<file path="config.mk">
export PLATFORM = sky130hd
export DESIGN_NAME = gain_spi_master
export DESIGN_NICKNAME = d
export VERILOG_FILES = /design/src/rtl/gain_spi_pkg.sv /design/src/rtl/gain_spi_ticker.sv /design/src/rtl/gain_spi_shifter.sv /design/src/rtl/gain_spi_master.sv
export SDC_FILE = /design/constraint.sdc
export NUM_CORES = 1
export LEC_CHECK = 0
export ABC_AREA = 1
export BUFFER_PORTS_ARGS = -buffer_cell sky130_fd_sc_hd__buf_4
export CAP_MARGIN = 15
export CORE_MARGIN = 8
export CORE_UTILIZATION = 40
export DETAILED_ROUTE_END_ITERATION = 7
export PLACE_DENSITY = 0.66
export SLEW_MARGIN = 20
export SYNTH_ARGS = -nofsm -noshare
export SYNTH_HDL_FRONTEND = slang
export SYNTH_SLANG_ARGS = --single-unit
</file>
<file path="constraint.sdc">
create_clock -name clk -period 3.1 [get_ports clk]
set_clock_uncertainty 0.1 [all_clocks]
set_input_delay 0.465 -clock clk [delete_from_list [all_inputs] [get_ports clk]]
set_output_delay 0.465 -clock clk [all_outputs]
set_load 0.005 [all_outputs]
</file>
<file path="src/rtl/gain_spi_pkg.sv">
package gain_spi_pkg;

    typedef enum logic [2:0] {
        ST_IDLE,
        ST_LEAD,
        ST_HIGH,
        ST_LOW,
        ST_TRAIL
    } spi_state_t;

    localparam int RESET_FACTOR = 5;

endpackage

</file>
<file path="src/rtl/gain_spi_ticker.sv">
module gain_spi_ticker #(
    parameter int W = 13
) (
    input  logic         clk,
    input  logic         rst_n,
    input  logic         run,
    input  logic [W-1:0] limit,
    output logic         tick
);

    logic [W-1:0] cnt_q;
    logic         at_end;

    assign at_end = (cnt_q == limit - W'(1));
    assign tick   = run && at_end;

    always_ff @(posedge clk or negedge rst_n) begin
        if (!rst_n) begin
            cnt_q <= '0;
        end else if (!run) begin
            cnt_q <= '0;
        end else if (at_end) begin
            cnt_q <= '0;
        end else begin
            cnt_q <= cnt_q + W'(1);
        end
    end

    // the half-period counter never runs past its limit
    p_count_bound_r4: assert property (@(posedge clk) disable iff (!rst_n)
        run |-> (cnt_q < limit));

endmodule

</file>
<file path="src/rtl/gain_spi_shifter.sv">
module gain_spi_shifter #(
    parameter int W = 12
) (
    input  logic         clk,
    input  logic         rst_n,
    input  logic         load,
    input  logic [W-1:0] data,
    input  logic         advance,
    output logic         dout,
    output logic         last
);

    localparam int CW = $clog2(W);

    logic [W-1:0]  sr_q;
    logic [CW-1:0] idx_q;

    assign dout = sr_q[W-1];
    assign last = (idx_q == CW'(W - 1));

    always_ff @(posedge clk or negedge rst_n) begin
        if (!rst_n) begin
            sr_q  <= '0;
            idx_q <= '0;
        end else if (load) begin
            sr_q  <= data;
            idx_q <= '0;
        end else if (advance) begin
            sr_q  <= {sr_q[W-2:0], 1'b0};
            idx_q <= idx_q + CW'(1);
        end
    end

    // the bit index never passes the final bit of the frame
    p_bit_bound_r11: assert property (@(posedge clk) disable iff (!rst_n)
        idx_q <= CW'(W - 1));

    // no shift is requested once the final bit is out
    p_no_overshift_r11: assert property (@(posedge clk) disable iff (!rst_n)
        last |-> !advance);

endmodule

</file>
<file path="src/rtl/gain_spi_master.sv">
module gain_spi_master
    import gain_spi_pkg::*;
#(
    parameter int GAIN_W   = 6,
    parameter int DIV_W    = 11,
    parameter int DIV_LO_W = 8,
    parameter int PRE_DIV  = 8
) (
    input  logic                      clk,
    input  logic                      rst_n,
    input  logic                      start,
    input  logic [GAIN_W-1:0]         gain_a,
    input  logic [GAIN_W-1:0]         gain_b,
    input  logic                      swap,
    input  logic [DIV_LO_W-1:0]       div_lo,
    input  logic [DIV_W-DIV_LO_W-1:0] div_hi,
    output logic                      spi_sclk,
    output logic                      spi_mosi,
    output logic                      spi_cs_n,
    output logic                      busy
);

    localparam int FRAME_W    = 2 * GAIN_W;
    localparam int HALF_SHIFT = $clog2(PRE_DIV) - 1;
    localparam int HALF_W     = DIV_W + HALF_SHIFT;

    spi_state_t         state_q, state_d;
    logic [DIV_W-1:0]   div_req, div_eff;
    logic [HALF_W-1:0]  half_d, half_q;
    logic [FRAME_W-1:0] frame_d;
    logic               accept, tick, last_bit, shift_en, run;

    // Request decode: a zero factor is replaced by one
    assign div_req = {div_hi, div_lo};
    assign div_eff = (div_req == '0) ? DIV_W'(1) : div_req;
    assign half_d  = {div_eff, {HALF_SHIFT{1'b0}}};

    // Field order chosen by the swap input
    always_comb begin
        if (swap) begin
            frame_d = {gain_b, gain_a};
        end else begin
            frame_d = {gain_a, gain_b};
        end
    end

    assign accept   = start && (state_q == ST_IDLE);
    assign run      = (state_q != ST_IDLE);
    assign shift_en = (state_q == ST_HIGH) && tick && !last_bit;

    always_ff @(posedge clk or negedge rst_n) begin
        if (!rst_n) begin
            half_q <= HALF_W'(RESET_FACTOR) << HALF_SHIFT;
        end else if (accept) begin
            half_q <= half_d;
        end
    end

    gain_spi_ticker #(.W(HALF_W)) u_ticker (
        .clk   (clk),
        .rst_n (rst_n),
        .run   (run),
        .limit (half_q),
        .tick  (tick)
    );

    gain_spi_shifter #(.W(FRAME_W)) u_shifter (
        .clk     (clk),
        .rst_n   (rst_n),
        .load    (accept),
        .data    (frame_d),
        .advance (shift_en),
        .dout    (spi_mosi),
        .last    (last_bit)
    );

    // Next-state logic
    always_comb begin
        state_d = state_q;
        unique case (state_q)
            ST_IDLE:  if (accept) state_d = ST_LEAD;
            ST_LEAD:  if (tick)   state_d = ST_HIGH;
            ST_HIGH:  if (tick)   state_d = last_bit ? ST_TRAIL : ST_LOW;
            ST_LOW:   if (tick)   state_d = ST_HIGH;
            ST_TRAIL: if (tick)   state_d = ST_IDLE;
            default:              state_d = ST_IDLE;
        endcase
    end

    // State register
    always_ff @(posedge clk or negedge rst_n) begin
        if (!rst_n) begin
            state_q <= ST_IDLE;
        end else begin
            state_q <= state_d;
        end
    end

    // Moore outputs decoded from the registered state
    always_comb begin
        spi_sclk = 1'b0;
        spi_cs_n = 1'b0;
        busy     = 1'b1;
        unique case (state_q)
            ST_IDLE: begin
                spi_cs_n = 1'b1;
                busy     = 1'b0;
            end
            ST_HIGH:  spi_sclk = 1'b1;
            ST_LEAD,
            ST_LOW,
            ST_TRAIL: spi_sclk = 1'b0;
            default: begin
                spi_cs_n = 1'b1;
                busy     = 1'b0;
            end
        endcase
    end

    // the clock stays low while chip select is inactive
    p_sclk_idle_low_r10: assert property (@(posedge clk) disable iff (!rst_n)
        spi_cs_n |-> !spi_sclk);

    // data holds steady while the clock is high
    p_mosi_stable_r6: assert property (@(posedge clk) disable iff (!rst_n)
        spi_sclk |-> $stable(spi_mosi));

    // chip select falls with the clock low
    p_cs_fall_low_r6: assert property (@(posedge clk) disable iff (!rst_n)
        $fell(spi_cs_n) |-> !spi_sclk);

    // chip select rises only after a low clock phase
    p_cs_rise_low_r6: assert property (@(posedge clk) disable iff (!rst_n)
        $rose(spi_cs_n) |-> !$past(spi_sclk));

    // a start during a frame does not end or restart it
    p_start_ignored_r8: assert property (@(posedge clk) disable iff (!rst_n)
        (start && busy && !tick) |=> (busy && $stable(half_q)));

endmodule

</file>
==> results.yml, run 1 <==
worst_setup_path:
  cp_slowest_stage_delay_ns: 0.58
  cell_depth_of_the_worst_setup_path: 15
  reg2reg_from: "half_q[2]"
  arrival_ns: 2.61
  critical_path.cell_chain: "inv_2 -> ha_1 -> inv_1 -> nand2_1 -> nand3_1 -> nor2_1 -> nand2_1 -> nor2_1 -> nand2_1 -> nor2_4 -> nand3_4 -> nand2_8 -> nand2_4 -> nand2_1 -> nand2_1"
  startpoint_type: "flop"
  critPathRequiredTime_ns: 3.19
  timing.critical_path.buf_inv: 2
  worst-r2r-cell-count: 15
  crit_path_top_delay_cell: "sky130_fd_sc_hd__dfstp_2"
  worst_setup_path_end_kind: "flop"
  timing.critical_path.mode_cell: "sky130_fd_sc_hd__nand2_1"
  critPathMaxFanout: 28
  critPathLaunch: "half_q[2]"
  timing_worst_setup_path_type: "flop to flop"
  critical-path-top-delay-family: "simple AND/OR/NAND/NOR gates"
cells_and_area:
  fin_area_mm2: 0.00322
  fin_nets: 465
  filler_cell_count: 696
  antenna_diode_count: 0
  drive_gt1_frac: 0.174
  area.growth.synth_to_final_pct: 14.5
floorplanning:
  chipHeight_um: 99.8
  core_area_mm2: 0.00679
  dieWidth_um: 99.8
  fp_rows: 30
  fp.dieArea_mm2: 0.00996
  floorplan.initialDensity: 0.413
  pin_count: 31
placement:
  detailed_place_hpwl_mm: 4.72
  portBuffers: 30
  postPlaceCellArea_mm2: 0.00311
  gp_routability_congestion: 0.844
clock_tree:
  ctsLongestPathBuffers: 2
  cts.htree.levels: 2
  cts_hold_buf: 0
  clockRootBuffer: "sky130_fd_sc_hd__clkbuf_8"
  postCtsResizedCells: 0
  clkLatencyLatePin_ns: 0.30
  cts.sink_count: 43
  cts_tree: "yes"
  path_clk_slew_ns: 0.08
  postCtsSetupBuffers: 0
  number_of_buffers_created_by_cts: 5
sta:
  relSlewSlack: 0.620
  finalCriticalPeriod_ns: 2.52
  timing.fmax_mhz: 396
  slew_viol_final: 0
  worst_pin_slew_ns: 0.570
  rsz0062_at_grt: "false"
  fin_setup_tns_ns: 0
  final_setup_fails: 0
  finalHoldViolations: 0
  final.period_utilization: 0.814
detailed_routing:
  total_number_of_vias: 2571
  count_of_antenna_violating_nets_left_after_detailed_routing: 0
  final_routed_wirelength_across_all_metal_layers_mm: 6.41
  route.detailed.drc: 0
  vias_per_cell: 4.83
  firstDrtPassIters: 4
  initialDrtViolationCount: 115
  wl_per_cell_um: 12.0
worst_hold_path:
  worst_hold_path_type: "primary input to async pin"
synth:
  synth_cells: 407
  yosysTopAreaCell: "sky130_fd_sc_hd__dfrtp_1"
  ys_async_sr_fraction: 1.00
  syn_avg_cell_area_um2: 6.90
  netlist_area_mm2: 0.00281
  ys_seq_elements: 43
  post_synth_edffs: 0
  postSynth.topFlopCell: "sky130_fd_sc_hd__dfrtp_1"
  ys.warnings.count: 0
  yosysTopAreaCellShare: 0.365
  synthDistinctLibCells: 33
  synth_seq_area_share: 0.384
  post_synth_main_area_contributors: "sky130_fd_sc_hd__dfrtp_1 (37%), sky130_fd_sc_hd__nand2_1 (19%), sky130_fd_sc_hd__nand3_1 (6.6%)"
  mappedNetlistNets: 437
global_routing:
  grt_antenna_before_repair: 0
  globalRoute.totalOverflow: 0
  first_pass_grt_wire_length_mm: 11.6
  grtUsageTotal: 0.140
  grt_start_max_net_pins: 44
  first_global_vias: 2602
power:
  power_density_mw_per_mm2: 795
  design_power_total_mw: 2.55
  worst_case_vdd_ir_drop_uv: 269
  total_leakage_power_nw: 1.65
run_status:
  outcome: "finished clean"
flow_run:
  timing.max_cap.violations: 0
## sequential cells by signal, summed over array words and instances, names as in the netlist
name,count
u_ticker.cnt_q,13
u_shifter.sr_q,12
half_q,11
u_shifter.idx_q,4
state_q,3
## layout by cell type, fill, tap and decap left out, drive strengths merged, types with 2 or more instances in the layout
| master | synthesis | layout |
|---|---|---|
| inv | 51 | 51 |
| buf | 4 | 31 |
| nand3 | 39 | 39 |
| xnor2 | 4 | 4 |
| ha | 3 | 3 |
| nor2 | 40 | 40 |
| clkbuf | 6 | 7 |
| nor3 | 9 | 9 |
| nand4 | 2 | 2 |
| xor2 | 5 | 5 |
| or2 | 2 | 2 |
| nor4 | 3 | 3 |
| o21ai | 34 | 34 |
| nand2 | 155 | 155 |
| a21oi | 2 | 2 |
| dfrtp | 41 | 41 |
| dfstp | 2 | 2 |
## worst paths after layout
path	to	slack [ns]
max	u_shifter.sr_q[1]	0.58
min	half_q[5]	0.06
max reg2reg	u_shifter.sr_q[1]	0.58
min reg2reg	u_ticker.cnt_q[0]	0.36
max in group asynchronous	u_shifter.sr_q[5]	2.45
min in group clk	half_q[11]	0.27
## report_power, final
group          switching, mW  leakage, nW  internal [mW]
clock network          0.198       0.0524          0.241
registers              0.188        0.553          0.773
logic                  0.726         1.05          0.429
total                   1.11         1.65           1.44
## per-layer routing
metal,GRT usage,wire length (µm),vias up
li1,-,-,1328
met2,0.233,2880,43
met1,0.178,3200,1193
met3,0.0249,248,7
met5,0,0,-
met4,0.0466,78,0
## kinds of logic (layout without fill, tap and decap cells)
kind of cell	Yosys count	after routing	share of synthesized area
AOI/OAI and AO/OA	38	38	0.0695
xor gates and xnor gates	9	9	0.0307
adders and majority gates	3	3	0.0134
buffers and inverters	61	90	0.0865
DFF	43	43	0.384
and+or+nand+nor	253	253	0.416
## cell usage after synthesis, types with 2 or more instances
cell type / n
sky130_fd_sc_hd__nand2_1: 139
sky130_fd_sc_hd__inv_1: 45
sky130_fd_sc_hd__dfrtp_1: 41
sky130_fd_sc_hd__nand3_1: 37
sky130_fd_sc_hd__o21ai_0: 34
sky130_fd_sc_hd__nor2_1: 30
sky130_fd_sc_hd__nand2_2: 13
sky130_fd_sc_hd__nor3_1: 9
sky130_fd_sc_hd__clkbuf_1: 6
sky130_fd_sc_hd__inv_2: 6
sky130_fd_sc_hd__nor2_2: 5
sky130_fd_sc_hd__nor2_4: 5
sky130_fd_sc_hd__xnor2_1: 4
sky130_fd_sc_hd__xor2_1: 4
sky130_fd_sc_hd__ha_1: 3
sky130_fd_sc_hd__nor4_1: 3
sky130_fd_sc_hd__a21oi_1: 2
sky130_fd_sc_hd__buf_2: 2
sky130_fd_sc_hd__dfstp_2: 2
sky130_fd_sc_hd__nand2_4: 2
sky130_fd_sc_hd__nand4_1: 2
sky130_fd_sc_hd__or2_2: 2
## area by class of cell
cell class / count / area, µm² / share of cell area
clock inverter: 1 / 30.0 / 0.00934
sequential: 43 / 1080 / 0.335
clock buffer: 7 / 76.3 / 0.0237
inverter: 51 / 191 / 0.0595
multi-input combinational: 303 / 1490 / 0.462
timing repair buffer: 31 / 233 / 0.0724
tap: 96 / 120 / 0.0374
## worst register-to-register path, stage by stage, from the launching register on
cell and delay [ns]:
sky130_fd_sc_hd__dfstp_2 0.58, sky130_fd_sc_hd__inv_2 0.07, sky130_fd_sc_hd__ha_1 0.30, sky130_fd_sc_hd__inv_1 0.05, sky130_fd_sc_hd__nand2_1 0.05, sky130_fd_sc_hd__nand3_1 0.05, sky130_fd_sc_hd__nor2_1 0.19, sky130_fd_sc_hd__nand2_1 0.08
sky130_fd_sc_hd__nor2_1 0.08, sky130_fd_sc_hd__nand2_1 0.10, sky130_fd_sc_hd__nor2_4 0.11, sky130_fd_sc_hd__nand3_4 0.12, sky130_fd_sc_hd__nand2_8 0.19, sky130_fd_sc_hd__nand2_4 0.19, sky130_fd_sc_hd__nand2_1 0.11, sky130_fd_sc_hd__nand2_1 0.05
## stage by stage
stage / utilization / hold WS, ns / worst slack (ns) / cells
floorplan: - / 0.0694 / 0.936 / 407
global placement: 0.458 / 0.351 / 0.648 / 524
detailed placement: 0.458 / 0.352 / 0.577 / 524
CTS: 0.473 / 0.0831 / 0.565 / 532
global route: 0.473 / 0.105 / 0.309 / 532
finish: 0.473 / 0.0565 / 0.576 / 532
(Power assumes the default switching activity.)
==> inputs of run 2 (changes only) <==
--- a/config.mk
+++ b/config.mk
@@ -5,13 +5,13 @@
 export SDC_FILE = /design/constraint.sdc
 export NUM_CORES = 1
 export LEC_CHECK = 0
-export ABC_AREA = 1
+export ABC_AREA = 0
 export BUFFER_PORTS_ARGS = -buffer_cell sky130_fd_sc_hd__buf_4
 export CAP_MARGIN = 15
 export CORE_MARGIN = 8
 export CORE_UTILIZATION = 40
 export DETAILED_ROUTE_END_ITERATION = 7
-export PLACE_DENSITY = 0.66
+export PLACE_DENSITY = 0.67
 export SLEW_MARGIN = 20
 export SYNTH_ARGS = -nofsm -noshare
 export SYNTH_HDL_FRONTEND = slang
==> constraint.sdc (replaced) <==
create_clock -name clk -period 2.6 [get_ports clk]
set_clock_uncertainty 0.1 [all_clocks]
set_input_delay 0.39 -clock clk [delete_from_list [all_inputs] [get_ports clk]]
set_output_delay 0.39 -clock clk [all_outputs]
set_load 0.005 [all_outputs]
==> run 2 against run 1 <==
  * The run now ends with setup timing left
  * Hold slack improved by 0.17 ns
  * Via count decreased by 23%
  * Die area is 8.7% lower
  * Worst setup slack got worse by 0.69 ns
==> results.yml, run 2 <==
clock_tree:
  path_clk_slew_ns: 0.09
  cts.sink_count: 43
  clockRootBuffer: "sky130_fd_sc_hd__clkbuf_8"
  ctsLongestPathBuffers: 2
  cts_tree: "yes"
  cts.htree.levels: 2
  clkLatencyLatePin_ns: 0.30
  number_of_buffers_created_by_cts: 5
detailed_routing:
  firstDrtPassIters: 4
  route.detailed.drc: 0
  total_number_of_vias: 1991
  vias_per_cell: 5.24
  final_routed_wirelength_across_all_metal_layers_mm: 5.36
  count_of_antenna_violating_nets_left_after_detailed_routing: 0
  initialDrtViolationCount: 91
  wl_per_cell_um: 14.1
sta:
  timing.fmax_mhz: 368
  final_critical_path_setup_slack_ns: -0.114
  relSlewSlack: 0.562
  worst_pin_slew_ns: 0.652
  finalHoldViolations: 0
  finalCriticalPeriod_ns: 2.71
  rsz0062_at_grt: "true"
  slew_viol_final: 0
  final.period_utilization: 1.04
  final_setup_fails: 14
cells_and_area:
  area.growth.synth_to_final_pct: 25.8
  drive_gt1_frac: 0.356
  most-common-layout-cells: "sky130_fd_sc_hd__buf_4 (52), sky130_fd_sc_hd__dfrtp_1 (41), sky130_fd_sc_hd__nand2_1 (26), sky130_fd_sc_hd__mux2_2 (21), sky130_fd_sc_hd__mux2i_1 (15)"
  multiInputGateArea_mm2: 0.00144
  antenna_diode_count: 0
  largestRegisters: "u_ticker.cnt_q x13, u_shifter.sr_q x12, half_q x11"
  final-seq-area_mm2: 0.00108
  fin_area_mm2: 0.00317
  max_flop_register: "u_ticker.cnt_q"
  postLayoutCoreUtil: 0.510
  fin_nets: 332
  filler_cell_count: 568
  largest_reg_flops: 13
  mostFrequentLayoutCell: "sky130_fd_sc_hd__buf_4"
synth:
  main_combinational_cell_family_by_area_after_synthesis: "simple AND/OR/NAND/NOR gates"
  netlist_area_mm2: 0.00252
  postSynth.topFlopCell: "sky130_fd_sc_hd__dfrtp_1"
  yosysTopAreaCell: "sky130_fd_sc_hd__dfrtp_1"
  synthesized_area_fraction_occupied_by_ao_oa_aoi_and_oai_cells: 0.103
  yosysTopAreaCellShare: 0.408
  ys_async_sr_fraction: 1.00
  syn_avg_cell_area_um2: 10.1
  synth_cells: 250
  post_synth_main_area_contributors: "sky130_fd_sc_hd__dfrtp_1 (41%), sky130_fd_sc_hd__mux2_2 (9.4%), sky130_fd_sc_hd__mux2i_1 (6.0%)"
  post_synth_fa_ha_maj_area_fraction: 0.0149
  post_synth_edffs: 0
  post_synth_mux_area_share: 0.154
  synth.most_common_cell: "sky130_fd_sc_hd__dfrtp_1"
  mappedNetlistNets: 280
  synth_seq_area_share: 0.428
  synthDistinctLibCells: 47
  synth_area_in_xor_xnor: 0.0905
  ys_seq_elements: 43
  most_frequent_cells_after_synthesis: "sky130_fd_sc_hd__dfrtp_1 (41), sky130_fd_sc_hd__nand2_1 (27), sky130_fd_sc_hd__mux2_2 (21)"
  ys.warnings.count: 0
  synthSimpleGateAreaFrac: 0.175
worst_setup_path:
  critPathRequiredTime_ns: 2.73
  critPathMaxFanout: 5
  timing_worst_setup_path_type: "flop to flop"
  worst-r2r-cell-count: 9
  worst_setup_path_end_kind: "flop"
  cp_slowest_stage_delay_ns: 0.50
  worst-r2r-setup-slack_ns: -0.11
  startpoint_type: "flop"
  crit_path_top_delay_cell: "sky130_fd_sc_hd__or4b_4"
  critical_path.cell_chain: "inv_2 -> ha_4 -> or4b_4 -> o31a_1 -> a32o_1 -> a21oi_2 -> o211a_4 -> or4b_1 -> a21boi_1"
  arrival_ns: 2.84
worst_hold_path:
  worstHoldPathCells: 2
  worst_hold_path_type: "primary input to flop"
global_routing:
  first_global_vias: 1984
  first_pass_grt_wire_length_mm: 9.16
  globalRoute.totalOverflow: 0
  grtUsageTotal: 0.126
  grt_antenna_before_repair: 0
  grt_start_max_net_pins: 44
power:
  power.switching_mw: 1.01
  power_density_mw_per_mm2: 867
  worst_case_vdd_ir_drop_uv: 528
  p_clk_frac: 0.161
  p_comb_frac: 0.455
  p_int_mw: 1.74
  switching_share: 0.367
  share_of_power_burned_in_registers: 0.384
  total_leakage_power_nw: 1.45
floorplanning:
  pin_count: 31
  fp.dieArea_mm2: 0.00909
  chipHeight_um: 95.3
  dieWidth_um: 95.3
  core_area_mm2: 0.00620
  fp_rows: 29
  floorplan.initialDensity: 0.406
placement:
  gp_routability_congestion: 0.903
  postPlaceCellArea_mm2: 0.00300
  detailed_place_hpwl_mm: 3.98
  portBuffers: 30
  pre_cts_ws_ns: -0.206
run_status:
  outcome: "complete, but fails checks"
  failing_checks: "setup timing"
flow_run:
  timing.max_cap.violations: 0
-- run 2: layer usage --
layer  vias to the layer above  share of wire  track usage
met1                       954           0.47        0.170
met3                         4          0.043       0.0236
li1                        986              -            -
met4                         0         0.0099       0.0442
met5                         -              0            0
met2                        47           0.47        0.196
-- run 2: logic make-up (layout without fill, tap and decap cells) --
group | Yosys count | count (layout)
multiplexers | 36 | 36
AND/OR/NAND/NOR | 84 | 84
AO/OA/AOI/OAI | 38 | 39
flip-flops | 43 | 43
buffers and inverters | 20 | 72
adder cells (fa/ha/maj) | 3 | 3
XOR/XNOR | 26 | 26
-- run 2: final timing paths --
kind                                   startpoint                  to
worst min register to register  u_ticker.cnt_q[0]   u_ticker.cnt_q[0]
worst max register to register          half_q[3]  u_shifter.idx_q[2]
worst min-delay path                    div_hi[2]          half_q[12]
min in group asynchronous                   rst_n   u_ticker.cnt_q[4]
worst max-delay path                    half_q[3]  u_shifter.idx_q[2]
max in group asynchronous                   rst_n           half_q[2]
-- run 2: critical path: cells and delay by family (launching register included) --
family	cells	cell delay (ns)
flip-flops	1	0.40
adder cells (fa/ha/maj)	1	0.15
AO/OA/AOI/OAI	5	0.99
buffers and inverters	1	0.08
AND/OR/NAND/NOR	2	0.93
-- run 2: area by class of cell --
class / instances / share of cell area
clock buffer: 5 / 0.0217
tap: 77 / 0.0304
sequential: 43 / 0.341
clock inverter: 3 / 0.00751
inverter: 10 / 0.0119
multi-input combinational: 188 / 0.455
timing repair buffer: 54 / 0.133
-- run 2: power groups by stage --
stage                     Sequential (mW)  Clock [mW]  Combinational, mW
after global placement               1.06           0               1.18
after floorplan                      1.06           0              0.773
after detailed placement             1.07           0               1.20
final                                1.05       0.443               1.25
after global routing                 1.09       0.481               1.39
after CTS                            1.06       0.457               1.24
-- run 2: repair_timing --
| item | CTS | global route |
|---|---|---|
| cloned | 1 | 0 |
| gates resized for setup | 4 | 8 |
| endpoints found under the hold margin | 41 | 0 |
| pin swaps | 1 | 0 |
| setup buffers | 2 | 0 |
| setup endpoints to repair | 30 | 32 |
| hold buffers | 1 | 0 |
-- run 2: per-stage QoR --
| stage | cells | power, mW | hold WS (ns) | TNS, ns |
|---|---|---|---|---|
| after global routing | 380 | 2.96 | 0.217 | -6.14 |
| final | 380 | 2.75 | 0.224 | -1.27 |
| after floorplan | 250 | 1.84 | -0.00559 | -1.87 |
| after detailed placement | 368 | 2.27 | 0.316 | -2.89 |
| after global placement | 368 | 2.24 | 0.309 | -1.83 |
| after CTS | 380 | 2.75 | 0.216 | -1.61 |
==> inputs of run 3 (changes only) <==
--- a/config.mk
+++ b/config.mk
@@ -11,8 +11,9 @@
 export CORE_MARGIN = 8
 export CORE_UTILIZATION = 40
 export DETAILED_ROUTE_END_ITERATION = 7
-export PLACE_DENSITY = 0.67
+export PLACE_DENSITY = 0.66
 export SLEW_MARGIN = 20
 export SYNTH_ARGS = -nofsm -noshare
 export SYNTH_HDL_FRONTEND = slang
+export SYNTH_HIERARCHICAL = 1
 export SYNTH_SLANG_ARGS = --single-unit
==> constraint.sdc (replaced) <==
create_clock -name clk -period 3.2 [get_ports clk]
set_clock_uncertainty 0.1 [all_clocks]
set_input_delay 0.48 -clock clk [delete_from_list [all_inputs] [get_ports clk]]
set_output_delay 0.48 -clock clk [all_outputs]
set_load 0.005 [all_outputs]
==> run 3 against run 2 <==
  * The flow now finishes without violations
  * Non-clock buffer count shrank 10
  * Wire length grew 8.4%
  * Core utilization shrank 2.2 points
  * Cell area grew 2.4%
  * Die area grew 6.0%
  * Global-route usage grew 0.28 points
  * Worst setup slack gained 0.17 ns
  * Via count grew 3.9%
  * Register-to-register slack gained 0.17 ns
  * Critical path type unchanged
  * Highest routed layer unchanged
==> results.yml, run 3 <==
run_status:
  outcome: "finished clean"
synth:
  netlist_area_mm2: 0.00270
  ys.warnings.count: 6
  ys_async_sr_fraction: 1.00
  synthDistinctLibCells: 53
  synth_cells: 270
  yosysTopAreaCellShare: 0.380
  post_synth_edffs: 0
  yosysTopAreaCell: "sky130_fd_sc_hd__dfrtp_1"
  postSynth.topFlopCell: "sky130_fd_sc_hd__dfrtp_1"
  synth_seq_area_share: 0.400
  ys_seq_elements: 43
  most_frequent_cells_after_synthesis: "sky130_fd_sc_hd__dfrtp_1 (41), sky130_fd_sc_hd__nand2_1 (33), sky130_fd_sc_hd__nor2_1 (26)"
  synth.most_common_cell: "sky130_fd_sc_hd__dfrtp_1"
  post_synth_main_area_contributors: "sky130_fd_sc_hd__dfrtp_1 (38%), sky130_fd_sc_hd__mux2_2 (6.3%), sky130_fd_sc_hd__xnor2_1 (5.8%)"
  syn_avg_cell_area_um2: 10.0
worst_setup_path:
  arrival_ns: 3.24
  crit_path_top_delay_cell: "sky130_fd_sc_hd__or4_4"
  cp_slowest_stage_delay_ns: 0.53
  worst-r2r-cell-count: 10
  cell_depth_of_the_worst_setup_path: 10
  critPathRequiredTime_ns: 3.29
  critical_path.cell_chain: "or4_4 -> or4_4 -> a21oi_2 -> o32ai_2 -> nor4_4 -> and2_4 -> and3b_2 -> buf_12 -> nand4_4 -> mux2_4"
  timing.critical_path.buf_inv: 1
  worst_setup_path_end_kind: "flop"
  critPathMaxFanout: 5
  startpoint_type: "flop"
  timing_worst_setup_path_type: "flop to flop"
  critical-path-top-delay-family: "simple AND/OR/NAND/NOR gates"
  timing.critical_path.mode_cell: "sky130_fd_sc_hd__or4_4"
sta:
  final.period_utilization: 0.984
  final_setup_fails: 0
  rsz0062_at_grt: "true"
  finalHoldViolations: 0
  relSlewSlack: 0.624
  worst_pin_slew_ns: 0.563
  final_critical_path_setup_slack_ns: 0.0507
  finalCriticalPeriod_ns: 3.15
  slew_viol_final: 0
  timing.fmax_mhz: 318
floorplanning:
  fp_rows: 30
  pin_count: 31
  chipHeight_um: 98.1
  dieWidth_um: 98.1
  fp.dieArea_mm2: 0.00963
  core_area_mm2: 0.00664
  floorplan.initialDensity: 0.406
cells_and_area:
  most-common-layout-cells: "sky130_fd_sc_hd__buf_4 (41), sky130_fd_sc_hd__dfrtp_1 (40), sky130_fd_sc_hd__nand2_1 (33), sky130_fd_sc_hd__nor2_1 (26), sky130_fd_sc_hd__xnor2_1 (18)"
  postLayoutCoreUtil: 0.488
  drive_gt1_frac: 0.301
  largest_reg_flops: 13
  final-instance-count-excl-fill: 399
  filler_cell_count: 608
  fin_nets: 348
  area.growth.synth_to_final_pct: 20.2
  max_flop_register: "u_ticker/cnt_q"
  antenna_diode_count: 0
  final-seq-area_mm2: 0.00108
  mostFrequentLayoutCell: "sky130_fd_sc_hd__buf_4"
  fin_area_mm2: 0.00324
  multiInputGateArea_mm2: 0.00158
  largestRegisters: "u_ticker/cnt_q x13, u_shifter/sr_q x12, half_q x11"
clock_tree:
  cts_tree: "yes"
  clkLatencyLatePin_ns: 0.30
  ctsLongestPathBuffers: 2
  number_of_buffers_created_by_cts: 5
  clockRootBuffer: "sky130_fd_sc_hd__clkbuf_8"
  path_clk_slew_ns: 0.08
  cts_hold_buf: 0
  cts.sink_count: 43
  cts.htree.levels: 2
global_routing:
  grtUsageTotal: 0.129
  globalRoute.totalOverflow: 0
  grt_start_max_net_pins: 44
  grt_antenna_before_repair: 0
  first_pass_grt_wire_length_mm: 10.2
  first_global_vias: 2152
detailed_routing:
  firstDrtPassIters: 4
  initialDrtViolationCount: 65
  vias_per_cell: 5.18
  wl_per_cell_um: 14.6
  total_number_of_vias: 2068
  final_routed_wirelength_across_all_metal_layers_mm: 5.82
  route.detailed.drc: 0
  count_of_antenna_violating_nets_left_after_detailed_routing: 0
power:
  worst_case_vdd_ir_drop_uv: 200
  design_power_total_mw: 1.87
  total_leakage_power_nw: 1.39
  power_density_mw_per_mm2: 576
placement:
  gp_routability_congestion: 0.814
  detailed_place_hpwl_mm: 4.12
  pre_cts_ws_ns: -0.0000753
  postPlaceCellArea_mm2: 0.00306
  place_inst: 386
  portBuffers: 30
flow_run:
  timing.max_cap.violations: 0
worst_hold_path:
  worst_hold_path_type: "primary input to async pin"
==> run 3: power breakdown <==
part | switching [mW] | internal (mW)
registers | 0.168 | 0.695
logic | 0.315 | 0.346
clock network | 0.193 | 0.153
==> run 3: area by class of cell <==
type,count,share of cell area
Clock buffer,6,0.0224
Multi-Input combinational cell,219,0.488
Sequential cell,43,0.333
Timing Repair Buffer,44,0.117
Inverter,5,0.00579
Clock inverter,2,0.00386
Tap cell,80,0.0309
==> run 3: metal layers <==
metal | wire length (µm) | up-vias | track usage
met1 | 2630 | 993 | 0.161
li1 | - | 1026 | -
met3 | 225 | 13 | 0.0320
met4 | 110 | 0 | 0.0567
met2 | 2860 | 36 | 0.205
met5 | 0 | - | 0
==> run 3: kinds of logic after synthesis <==
kind of cell / count (synthesis) / synth area share
other cells: 1 / 0.00139
xor+xnor: 28 / 0.0909
fa+ha+maj: 3 / 0.0139
compound gates: 33 / 0.0723
flops: 43 / 0.400
simple gates: 109 / 0.219
buf+inv: 18 / 0.0510
mux: 35 / 0.152
==> run 3: worst paths after layout <==
| kind | from | end | slack, ns |
|---|---|---|---|
| worst max-delay path | half_q[5] | u_shifter/idx_q[3] | 0.05 |
| worst min-delay path | rst_n | u_shifter/sr_q[6] | 0.07 |
| worst max register to register | half_q[5] | u_shifter/idx_q[3] | 0.05 |
| worst min register to register | half_q[12] | half_q[12] | 0.44 |
| max in group asynchronous | rst_n | half_q[3] | 2.52 |
| min in group clk | div_lo[7] | half_q[9] | 0.31 |
==> run 3: what timing repair did <==
item / 4_1_cts / 5_1_grt
setup buffers: 1 / 2
setup endpoints to repair: 1 / 7
pin swaps: 1 / 8
resized for setup: 2 / 8
gates cloned: 1 / 1
==> run 3: through the flow <==
step                hold slack [ns]    TNS (ns)
finish                       0.0660           0
global route                 0.0995     -0.0909
CTS                          0.0842           0
detailed placement            0.413  -0.0000753
global placement              0.409           0
floorplan                    0.0844           0
==> run 3: worst register-to-register path, delay by kind of cell (launching register included) <==
kind                   cells  cell delay (ns)
buffers and inverters      1             0.15
multiplexers               1             0.30
AO/OA/AOI/OAI              2             0.26
flip-flops                 1             0.39
AND/OR/NAND/NOR            6             1.84
